### src/rtl/ccd_timer_pkg.sv
package ccd_timer_pkg;
  // Width of every programmable cycle count.
  parameter int unsigned TW = 16;

  typedef enum logic [2:0] {
    PH_IDLE,
    PH_SETUP,
    PH_XFER,
    PH_HOLD,
    PH_PIX
  } phase_t;

  typedef enum logic [1:0] {
    ZN_NONE,
    ZN_DUMMY,
    ZN_OB,
    ZN_VALID
  } zone_t;
endpackage

### src/rtl/ccd_line_seq.sv
module ccd_line_seq
  import ccd_timer_pkg::*;
#(
  parameter int unsigned TOTAL = 5469,
  parameter int unsigned PIX_W = 13
) (
  input  logic             clk,
  input  logic             rst,
  input  logic             line_start,
  input  logic             mode_in,
  input  logic [TW-1:0]    period_in,
  input  logic [TW-1:0]    rst_w_in,
  input  logic [TW-1:0]    gap_in,
  input  logic [TW-1:0]    clp_w_in,
  input  logic [TW-1:0]    setup_in,
  input  logic [TW-1:0]    xfer_in,
  input  logic [TW-1:0]    hold_in,
  output phase_t           phase,
  output logic [PIX_W-1:0] pix_num,
  output logic [TW-1:0]    pix_cyc,
  output logic             mode_q,
  output logic [TW-1:0]    period_q,
  output logic [TW-1:0]    rst_w_q,
  output logic [TW-1:0]    gap_q,
  output logic [TW-1:0]    clp_w_q
);
  localparam logic [PIX_W-1:0] LAST_PIX = PIX_W'(TOTAL);

  logic [TW-1:0] seg;
  logic [TW-1:0] setup_q, xfer_q, hold_q;

  always_ff @(posedge clk) begin
    if (rst) begin
      phase    <= PH_IDLE;
      seg      <= '0;
      pix_num  <= '0;
      pix_cyc  <= '0;
      mode_q   <= 1'b0;
      period_q <= '0;
      rst_w_q  <= '0;
      gap_q    <= '0;
      clp_w_q  <= '0;
      setup_q  <= '0;
      xfer_q   <= '0;
      hold_q   <= '0;
    end else begin
      unique case (phase)
        PH_IDLE: begin
          if (line_start) begin
            phase    <= PH_SETUP;
            seg      <= '0;
            mode_q   <= mode_in;
            period_q <= period_in;
            rst_w_q  <= rst_w_in;
            gap_q    <= gap_in;
            clp_w_q  <= clp_w_in;
            setup_q  <= setup_in;
            xfer_q   <= xfer_in;
            hold_q   <= hold_in;
          end
        end
        PH_SETUP: begin
          if (seg == setup_q - TW'(1)) begin
            phase <= PH_XFER;
            seg   <= '0;
          end else begin
            seg <= seg + TW'(1);
          end
        end
        PH_XFER: begin
          if (seg == xfer_q - TW'(1)) begin
            phase <= PH_HOLD;
            seg   <= '0;
          end else begin
            seg <= seg + TW'(1);
          end
        end
        PH_HOLD: begin
          if (seg == hold_q - TW'(1)) begin
            phase   <= PH_PIX;
            seg     <= '0;
            pix_num <= PIX_W'(1);
            pix_cyc <= '0;
          end else begin
            seg <= seg + TW'(1);
          end
        end
        PH_PIX: begin
          if (pix_cyc == period_q - TW'(1)) begin
            pix_cyc <= '0;
            if (pix_num == LAST_PIX) begin
              phase   <= PH_IDLE;
              pix_num <= '0;
            end else begin
              pix_num <= pix_num + PIX_W'(1);
            end
          end else begin
            pix_cyc <= pix_cyc + TW'(1);
          end
        end
        default: phase <= PH_IDLE;
      endcase
    end
  end
endmodule

### src/rtl/ccd_pixel_wave.sv
module ccd_pixel_wave
  import ccd_timer_pkg::*;
(
  input  logic          clk,
  input  logic          rst,
  input  phase_t        phase,
  input  logic [TW-1:0] pix_cyc,
  input  logic          mode_line,
  input  logic [TW-1:0] period,
  input  logic [TW-1:0] rst_w,
  input  logic [TW-1:0] gap,
  input  logic [TW-1:0] clp_w,
  output logic          phi1,
  output logic          phi2,
  output logic          phi1_last,
  output logic          rs_pulse,
  output logic          clamp,
  output logic          xfer
);
  logic [TW-1:0] half, clp_beg, clp_end;
  logic n_phi1, n_phi2, n_last, n_rs, n_clp, n_xfer;

  assign half    = period >> 1;
  assign clp_beg = rst_w + gap;
  assign clp_end = clp_beg + clp_w;

  always_comb begin
    n_phi1 = 1'b1;
    n_phi2 = 1'b0;
    n_last = 1'b1;
    n_rs   = 1'b0;
    n_clp  = 1'b0;
    n_xfer = 1'b0;
    unique case (phase)
      PH_IDLE: ;
      PH_SETUP, PH_HOLD: begin
        n_rs  = !mode_line;
        n_clp = 1'b1;
      end
      PH_XFER: begin
        n_rs   = !mode_line;
        n_clp  = !mode_line;
        n_xfer = 1'b1;
      end
      PH_PIX: begin
        n_phi1 = pix_cyc < half;
        n_phi2 = !n_phi1;
        n_last = (pix_cyc + TW'(1)) < half;
        n_rs   = pix_cyc < rst_w;
        n_clp  = mode_line || ((pix_cyc >= clp_beg) && (pix_cyc < clp_end));
      end
      default: ;
    endcase
  end

  always_ff @(posedge clk) begin
    if (rst) begin
      phi1      <= 1'b1;
      phi2      <= 1'b0;
      phi1_last <= 1'b1;
      rs_pulse  <= 1'b0;
      clamp     <= 1'b0;
      xfer      <= 1'b0;
    end else begin
      phi1      <= n_phi1;
      phi2      <= n_phi2;
      phi1_last <= n_last;
      rs_pulse  <= n_rs;
      clamp     <= n_clp;
      xfer      <= n_xfer;
    end
  end
endmodule

### src/rtl/ccd_zone_tag.sv
module ccd_zone_tag
  import ccd_timer_pkg::*;
#(
  parameter int unsigned N_FRONT = 13,
  parameter int unsigned N_OB    = 49,
  parameter int unsigned N_GAP   = 3,
  parameter int unsigned N_VALID = 5400,
  parameter int unsigned PIX_W   = 13
) (
  input  logic             clk,
  input  logic             rst,
  input  phase_t           phase,
  input  logic [PIX_W-1:0] pix_num,
  input  logic [TW-1:0]    pix_cyc,
  input  logic [TW-1:0]    period,
  output logic [PIX_W-1:0] pix_index,
  output logic             zone_dummy,
  output logic             zone_ob,
  output logic             zone_valid,
  output logic             valid_stb
);
  localparam int unsigned END_FRONT = N_FRONT;
  localparam int unsigned END_OB    = END_FRONT + N_OB;
  localparam int unsigned END_GAP   = END_OB + N_GAP;
  localparam int unsigned END_VALID = END_GAP + N_VALID;

  zone_t zn;
  logic  in_burst;

  assign in_burst = (phase == PH_PIX);

  always_comb begin
    zn = ZN_NONE;
    if (in_burst) begin
      if (pix_num <= PIX_W'(END_FRONT))      zn = ZN_DUMMY;
      else if (pix_num <= PIX_W'(END_OB))    zn = ZN_OB;
      else if (pix_num <= PIX_W'(END_GAP))   zn = ZN_DUMMY;
      else if (pix_num <= PIX_W'(END_VALID)) zn = ZN_VALID;
      else                                   zn = ZN_DUMMY;
    end
  end

  always_ff @(posedge clk) begin
    if (rst) begin
      pix_index  <= '0;
      zone_dummy <= 1'b0;
      zone_ob    <= 1'b0;
      zone_valid <= 1'b0;
      valid_stb  <= 1'b0;
    end else begin
      pix_index  <= in_burst ? pix_num : '0;
      zone_dummy <= (zn == ZN_DUMMY);
      zone_ob    <= (zn == ZN_OB);
      zone_valid <= (zn == ZN_VALID);
      valid_stb  <= (zn == ZN_VALID) && (pix_cyc == period - TW'(1));
    end
  end
endmodule

### src/rtl/ccd_line_timer.sv
module ccd_line_timer
  import ccd_timer_pkg::*;
#(
  parameter int unsigned N_FRONT = 13,
  parameter int unsigned N_OB    = 49,
  parameter int unsigned N_GAP   = 3,
  parameter int unsigned N_VALID = 5400,
  parameter int unsigned N_TAIL  = 4,
  parameter int unsigned N_ROWS  = 3,
  parameter int unsigned PIX_W   = $clog2(N_FRONT + N_OB + N_GAP + N_VALID + N_TAIL + 1)
) (
  input  logic              clk,
  input  logic              rst,
  input  logic              line_start,
  input  logic              line_mode_sel,
  input  logic [TW-1:0]     pix_period,
  input  logic [TW-1:0]     rst_width,
  input  logic [TW-1:0]     rst_clamp_gap,
  input  logic [TW-1:0]     clamp_width,
  input  logic [TW-1:0]     tg_setup,
  input  logic [TW-1:0]     tg_width,
  input  logic [TW-1:0]     tg_hold,
  output logic              phi1,
  output logic              phi2,
  output logic              phi1_last,
  output logic              rs_pulse,
  output logic              clamp,
  output logic [N_ROWS-1:0] tg_rows,
  output logic              busy,
  output logic [PIX_W-1:0]  pix_index,
  output logic              zone_dummy,
  output logic              zone_ob,
  output logic              zone_valid,
  output logic              valid_stb
);
  localparam int unsigned TOTAL = N_FRONT + N_OB + N_GAP + N_VALID + N_TAIL;

  phase_t           phase;
  logic [PIX_W-1:0] pix_num;
  logic [TW-1:0]    pix_cyc;
  logic             mode_q;
  logic [TW-1:0]    period_q, rst_w_q, gap_q, clp_w_q;
  logic             xfer;

  ccd_line_seq #(.TOTAL(TOTAL), .PIX_W(PIX_W)) u_seq (
    .clk(clk), .rst(rst), .line_start(line_start),
    .mode_in(line_mode_sel), .period_in(pix_period), .rst_w_in(rst_width),
    .gap_in(rst_clamp_gap), .clp_w_in(clamp_width), .setup_in(tg_setup),
    .xfer_in(tg_width), .hold_in(tg_hold),
    .phase(phase), .pix_num(pix_num), .pix_cyc(pix_cyc),
    .mode_q(mode_q), .period_q(period_q), .rst_w_q(rst_w_q),
    .gap_q(gap_q), .clp_w_q(clp_w_q)
  );

  ccd_pixel_wave u_wave (
    .clk(clk), .rst(rst), .phase(phase), .pix_cyc(pix_cyc),
    .mode_line(mode_q), .period(period_q), .rst_w(rst_w_q),
    .gap(gap_q), .clp_w(clp_w_q),
    .phi1(phi1), .phi2(phi2), .phi1_last(phi1_last),
    .rs_pulse(rs_pulse), .clamp(clamp), .xfer(xfer)
  );

  ccd_zone_tag #(
    .N_FRONT(N_FRONT), .N_OB(N_OB), .N_GAP(N_GAP),
    .N_VALID(N_VALID), .PIX_W(PIX_W)
  ) u_zone (
    .clk(clk), .rst(rst), .phase(phase), .pix_num(pix_num),
    .pix_cyc(pix_cyc), .period(period_q),
    .pix_index(pix_index), .zone_dummy(zone_dummy), .zone_ob(zone_ob),
    .zone_valid(zone_valid), .valid_stb(valid_stb)
  );

  // Busy shares the single output register stage with the waveforms.
  always_ff @(posedge clk) begin
    if (rst) busy <= 1'b0;
    else     busy <= (phase != PH_IDLE);
  end

  // One transfer gate drive per colour row, all pulsing together.
  for (genvar r = 0; r < N_ROWS; r++) begin : g_row
    assign tg_rows[r] = xfer;
  end
endmodule

### config.mk
export PLATFORM = sky130hd
export DESIGN_NAME = ccd_line_timer
export DESIGN_NICKNAME = d
export VERILOG_FILES = /design/src/rtl/ccd_timer_pkg.sv /design/src/rtl/ccd_line_seq.sv /design/src/rtl/ccd_pixel_wave.sv /design/src/rtl/ccd_zone_tag.sv /design/src/rtl/ccd_line_timer.sv
export SDC_FILE = /design/constraint.sdc
export NUM_CORES = 1
export LEC_CHECK = 0
export CORE_MARGIN = 5
export CORE_UTILIZATION = 25
export CTS_BUF_LIST = sky130_fd_sc_hd__clkbuf_16
export DETAILED_ROUTE_END_ITERATION = 6
export GPL_TIMING_DRIVEN = 0
export PLACE_DENSITY = 0.5
export SYNTH_ARGS = -nofsm -noshare
export SYNTH_HDL_FRONTEND = slang
export SYNTH_SLANG_ARGS = --single-unit
### constraint.sdc
create_clock -name clk -period 8.1 [get_ports clk]
set_clock_uncertainty 0.2 [all_clocks]
set_input_delay 2.025 -clock clk [delete_from_list [all_inputs] [get_ports clk]]
set_output_delay 2.025 -clock clk [all_outputs]
set_load 0.005 [all_outputs]
# Yosys cells after proc, flatten, opt, wreduce, memory -nomap -nowiden

Index checks and enable logic that the tools add are counted.

Flip-flop bits (word level): 185
Bits of input ports: 116
Output and inout port bits: 26
Logic and storage cells: 105

$add $sub $neg: 9
Order comparisons: 9
Eq/ne operators: 18
Muxes and demuxes: 27
Bitwise gates (word level): 1
Reduce and logical (&&, ||, !) cells: 17

Operators by type and width:

| cell                  | number |
|---|---|
| $mux 16               | 6 |
| $eq 16x16->1          | 4 |
| $pmux 16 s4           | 1 |
| $sub 16x1->16 const B | 4 |
| $mux 13               | 3 |
| $add 16x1->16 const B | 2 |
| $add 16x16->16        | 2 |
| $lt 16x15->1          | 2 |
| $lt 16x16->1          | 2 |
| $pmux 16 s2           | 1 |
| $pmux 13 s2           | 1 |
| $mux 3                | 6 |
| $ge 16x16->1          | 1 |
| $pmux 3 s5            | 1 |
| $add 13x1->13 const B | 1 |
| $eq 13x13->1 const B  | 1 |
| $le 13x13->1 const B  | 1 |
| $le 13x4->1 const B   | 1 |
| $le 13x6->1 const B   | 1 |
| $le 13x7->1 const B   | 1 |
| $mux 2                | 5 |
| $eq 3x2->1 const B    | 2 |
| $ne 2x1->1 const B    | 3 |
| $ne 2x2->1 const B    | 3 |
| 20 further kinds      | 26 |

# Logic depth before layout (Yosys ltp)

Depth after elaboration: 8
Gate-level depth with buffers: 24
Depth with buffers taken out: 24

# Modules after synthesis

Synthesis repeated with hierarchy kept, for this count alone.

Cell total of the unflattened synthesis: 1759
Area, all modules: 13576.8 um2

By module, submodules not included:

| module         | times used | cells each | area an instance (um2) | seq. area each (um2) |
|---|---|---|---|---|
| ccd_line_seq   | 1          | 1164       | 8783.4                 | 3223.1 |
| ccd_pixel_wave | 1          | 446        | 3562.2                 | 120.1 |
| ccd_zone_tag   | 1          | 143        | 1179.9                 | 340.3 |
| ccd_line_timer | 1          | 6          | 51.3                   | 20.0 |

# Least setup slack after synthesis

OpenSTA, ideal clock, no wires.

Kind: flip-flop to flip-flop
From: register u_seq.rst_w_q[0]
To: register u_wave.clamp
Setup time: 0.117 ns
Arrival time: 4.824 ns
Required time: 7.783 ns
Path slack: 2.959 ns
Cell stages (with the launch flop): 23
Path buffers: 0
Clock period less this slack: 5.141 ns
Cell sequence: dfxtp_1 -> ha_1 -> fa_1 -> a21o_1 -> a21oi_1 -> o21bai_1 -> a211o_1 -> a31oi_1 -> nand2b_1 -> xor2_1 -> ha_1 -> nand2_1 -> nor2_1 -> and3_1 -> or4b_2 -> a31o_2 -> a21oi_1 -> xnor3_1 -> ha_1 -> nand4_1 -> nor3_1 -> o31ai_1 -> a32o_1

Word-level cells in the longest chain between the ends: 6
Elaborated cells between the ends (all ways): 7
Those cells by class: 2 x add/sub; 2 x order compare; 1 x mux; 2 x reduce/logical

RTL lines:

| what                   | line                 | RTL |
|---|---|---|
| start, declared        | ccd_line_seq.sv:23   | `output logic [TW-1:0] rst_w_q,` |
| start signal, assigned | ccd_line_seq.sv:54   | `rst_w_q <= rst_w_in;` |
| $add 16x16->16 (*)     | ccd_pixel_wave.sv:24 | `assign clp_beg = rst_w + gap;` |
| $add 16x16->16         | ccd_pixel_wave.sv:25 | `assign clp_end = clp_beg + clp_w;` |
| $lt 16x16->1           | ccd_pixel_wave.sv:50 | `n_clp = mode_line \|\| ((pix_cyc >= clp_beg) && (pix_cyc < clp_end));` |
| $logic_and 1x1->1 (*)  | ccd_pixel_wave.sv:50 |  |
| $logic_or 1x1->1 (*)   | ccd_pixel_wave.sv:50 |  |
| $pmux 1 s3 (*)         | ccd_pixel_wave.sv:34 | `unique case (phase)` |
| end signal, assigned   | ccd_pixel_wave.sv:69 | `clamp <= n_clp;` |
| end, declared          | ccd_pixel_wave.sv:17 | `output logic clamp,` |

Every way passes the cells marked *; elsewhere a longest branch is shown, timed or not.
A chain may end at the register's enable or synchronous reset.

# Final worst setup path

Same ends and word-level chain as after synthesis.

==> flow_metrics.py <==
metrics = {
    "run_status": {
        "outcome": "complete, no violations",
    },
    "critical_path": {
        "crit_fanout": 3,
        "path_common_cell": "ha_1",
        "cp_top_family": "compound AO/OA/AOI/OAI gates",
        "critical_path_buf_inv_count": 0,
        "crit_chain": "ha_1, fa_1, a21o_1, a21oi_1, o21bai_1, a211o_1, a31oi_1, nand2b_1, xor2_1, ha_1, nand2_1, nor2_1, and3_1, or4b_2, a31o_2, a21oi_1, xnor3_1, ha_1, nand4_1, nor3_1, o31ai_1, a32o_1",
        "worstPathRequired_ns": 8.24,
        "critPathArrivalTime_ns": 6.03,
        "cpMaxStageDelayCell": "or4b_2",
        "critPathKind": "flip-flop to flip-flop",
        "crit_path_end_kind": "flip-flop",
        "cp_slowest_stage_delay_ns": 0.71,
        "start_kind": "flip-flop",
    },
    "routing": {
        "ant_nets": 0,
        "vias_per_cell": 4.79,
        "route.detailed.drc": 0,
        "drt_wl_total_mm": 40.6,
        "dr.pass1.iters": 5,
        "drt_iter0_markers": 776,
        "via_count": 11900,
        "wl_per_cell_um": 16.4,
    },
    "sta": {
        "slew_headroom_pct": 25.9,
        "fin_crit_sh_pct": 72.7,
        "fmax_mhz": 170,
        "whs_ns": 0.263,
        "grt_setup_unrepaired": "false",
        "min_period_ns": 5.89,
        "worst_pin_slew_ns": 1.11,
        "slew_violations": 0,
        "setup_viol": 0,
        "hold_viol_final": 0,
        "fin_setup_tns_ns": 0,
        "fin_ws_ns": 2.21,
    },
    "logic_synthesis": {
        "synth-seq-cells": 185,
        "yosysTopAreaCellShare_pct": 29.3,
        "synth_top_area_cell": "dfxtp_1",
        "synth-edff-count": 0,
        "ys_warn_count": 0,
        "synth_async_sr_flop_share_pct": 0,
        "yosys-top-cells-area": "dfxtp_1, ha_1, nand2_1",
        "syn_nets": 1863,
        "synth_cell_types": 93,
        "synth-seq-area-share_pct": 29.3,
        "synth.avg_cell_area_sq_um": 7.76,
        "synth_top_flop_cell": "dfxtp_1",
        "synth_area_sq_um": 12700,
        "synthCells": 1630,
    },
    "global_routing": {
        "grt_max_degree": 20,
        "track_usage_pct": 14.2,
        "grt_pass1_vias": 11500,
        "grt_antenna_before_repair": 0,
        "grt_pass1_wl_mm": 63.3,
        "grt_overflow": 0,
    },
    "clock_tree": {
        "cts_root_buf": "clkbuf_16",
        "clock-sinks": 185,
        "ctsHoldBuffers": 0,
        "ctsResizeCount": 0,
        "clk_latency_ns": 0.47,
        "clockBufferDepth": 2,
        "htree_levels": 4,
        "cts_setup_buffers": 0,
        "cts_tree": "yes",
        "cts_made_buffers": 17,
        "clkTransAtPathRegs_ns": 0.08,
    },
    "hold_path": {
        "holdCritPathClass": "flip-flop to flip-flop",
    },
    "power_and_ir_drop": {
        "power_density_nw_per_um2": 158,
        "seqPwrFrac_pct": 40.8,
        "p_total_mw": 2.44,
        "p_leak_nw": 6.17,
        "power_frac_comb_pct": 24.5,
        "netSwitchingPower_mw": 0.807,
        "power.internal_mw": 1.63,
        "vdd_drop_max_v": 0.000169,
        "switching_share_pct": 33.1,
        "clock_power_share_pct": 34.6,
    },
    "die": {
        "initial_utilization_pct": 25.3,
        "io_pins": 142,
        "dieArea_sq_um": 55200,
        "chipWidth_um": 235,
        "fp.coreArea_sq_um": 50100,
        "die_h_um": 235,
        "std_cell_rows": 82,
    },
    "cells_and_area": {
        "fillCellCount": 5395,
        "layout-drive-gt1-share_pct": 5.16,
        "multi_input_area_sq_um": 8190,
        "ff_latch_area_sq_um": 3700,
        "antenna_cells": 0,
        "syn2layout_area_growth_pct": 22.3,
        "final_nets": 2022,
    },
    "run": {
        "cap_violations": 0,
    },
    "placed_design": {
        "numPortBuffers": 140,
        "finalWeightedCongestion": 0.848,
        "place_hpwl_mm": 32.4,
        "dp_slack_ns": 2.25,
    },
}
==> synthesized netlist by cell type, drive strengths merged (32+ instances only) <==
cell,instances
clkbuf,77
a21o,32
and3,35
nor2,75
ha,115
nor3,47
xnor2,67
a21oi,169
nand3,36
dfxtp,185
inv,83
xor2,51
o21ai,52
nand2,290
==> worst paths after layout <==
path,endpoint,start,slack [ns],cells past startpoint
setup / recovery,u_wave.clamp$_SDFF_PP0_,u_seq.rst_w_q[0]$_SDFFE_PP0P_,2.21,22
hold / removal,u_seq.period_q[6]$_SDFFE_PP0P_,u_seq.period_q[6]$_SDFFE_PP0P_,0.26,2
setup reg to reg,u_wave.clamp$_SDFF_PP0_,u_seq.rst_w_q[0]$_SDFFE_PP0P_,2.21,22
hold reg to reg,u_seq.period_q[6]$_SDFFE_PP0P_,u_seq.period_q[6]$_SDFFE_PP0P_,0.26,2
==> flip-flops by register name, indices dropped and copies added (netlist names), 3 cells and up <==
name / flops
u_seq.seg: 16
u_seq.pix_num: 13
u_seq.xfer_q: 16
u_seq.phase: 3
u_seq.period_q: 16
u_zone.pix_index: 13
u_seq.gap_q: 16
u_seq.clp_w_q: 16
u_seq.pix_cyc: 16
u_seq.hold_q: 16
u_seq.setup_q: 16
u_seq.rst_w_q: 16
==> power groups by stage <==
| stage | sequential (mW) | combinational (mW) | clock, mW |
|---|---|---|---|
| 5_1_grt | 1.00 | 0.673 | 0.909 |
| 3_5_place_dp | 1.02 | 0.600 | 0 |
| 3_3_place_gp | 1.02 | 0.590 | 0 |
| 4_1_cts | 0.996 | 0.604 | 0.864 |
| 6_report | 0.995 | 0.599 | 0.845 |
| 2_1_floorplan | 0.999 | 0.418 | 0 |
==> routing by layer <==
layer / routed length [um] / GRT usage [%] / up-vias
met2: 19800 / 25.0 / 224
met3: 1570 / 2.71 / 37
met1: 18400 / 18.0 / 5538
met4: 721 / 3.63 / 0
li1: - / - / 6053
met5: 0 / 0 / -
==> kinds of logic (layout without fill, tap and decap cells) <==
group | Yosys count | in the layout | synth area share [%]
AO/OA/AOI/OAI | 391 | 391 | 19.7
XOR/XNOR | 119 | 119 | 8.35
adder cells (fa/ha/maj) | 117 | 117 | 11.7
buffers and inverters | 181 | 353 | 6.02
flip-flops | 185 | 185 | 29.3
multiplexers | 9 | 9 | 0.732
AND/OR/NAND/NOR | 628 | 628 | 24.2
==> stage by stage <==
stage	cell area, sq um	util [%]	instances
floorplan	12700	-	1630
global placement	14900	29.8	2442
detailed placement	14900	29.8	2442
CTS	15500	30.9	2474
global route	15500	30.9	2474
finish	15500	30.9	2474
==> tightest hold or removal path, cell delays in order, from the launching register on <==
cell	delay, ns
dfxtp_1	0.32
nand2_1	0.05
a21oi_1	0.05
==> placed cells by master, fill, tap and decap left out, drive strengths merged, types with 13 or more instances in the layout <==
cell type / count
a21o: 32
nor3: 47
a211oi: 13
clkdlybuf4s50: 140
nor2b: 18
dfxtp: 185
and3: 35
xor2: 51
inv: 91
ha: 115
nor4: 13
o21ai: 52
buf: 20
nand2b: 23
nand2: 290
or2: 14
a21oi: 169
nor2: 75
nand3: 36
xnor2: 67
clkbuf: 94
==> cell type report <==
| class | instances | share of cell area (%) |
|---|---|---|
| inverter | 83 | 2.01 |
| buffer | 98 | 2.91 |
| clock inverter | 15 | 0.986 |
| multi-input combinational | 1264 | 52.9 |
| sequential | 185 | 23.9 |
| clock buffer | 17 | 2.75 |
| timing repair buffer | 140 | 9.06 |
| tap | 672 | 5.43 |
Note: power is estimated with default switching activity, not from simulation.
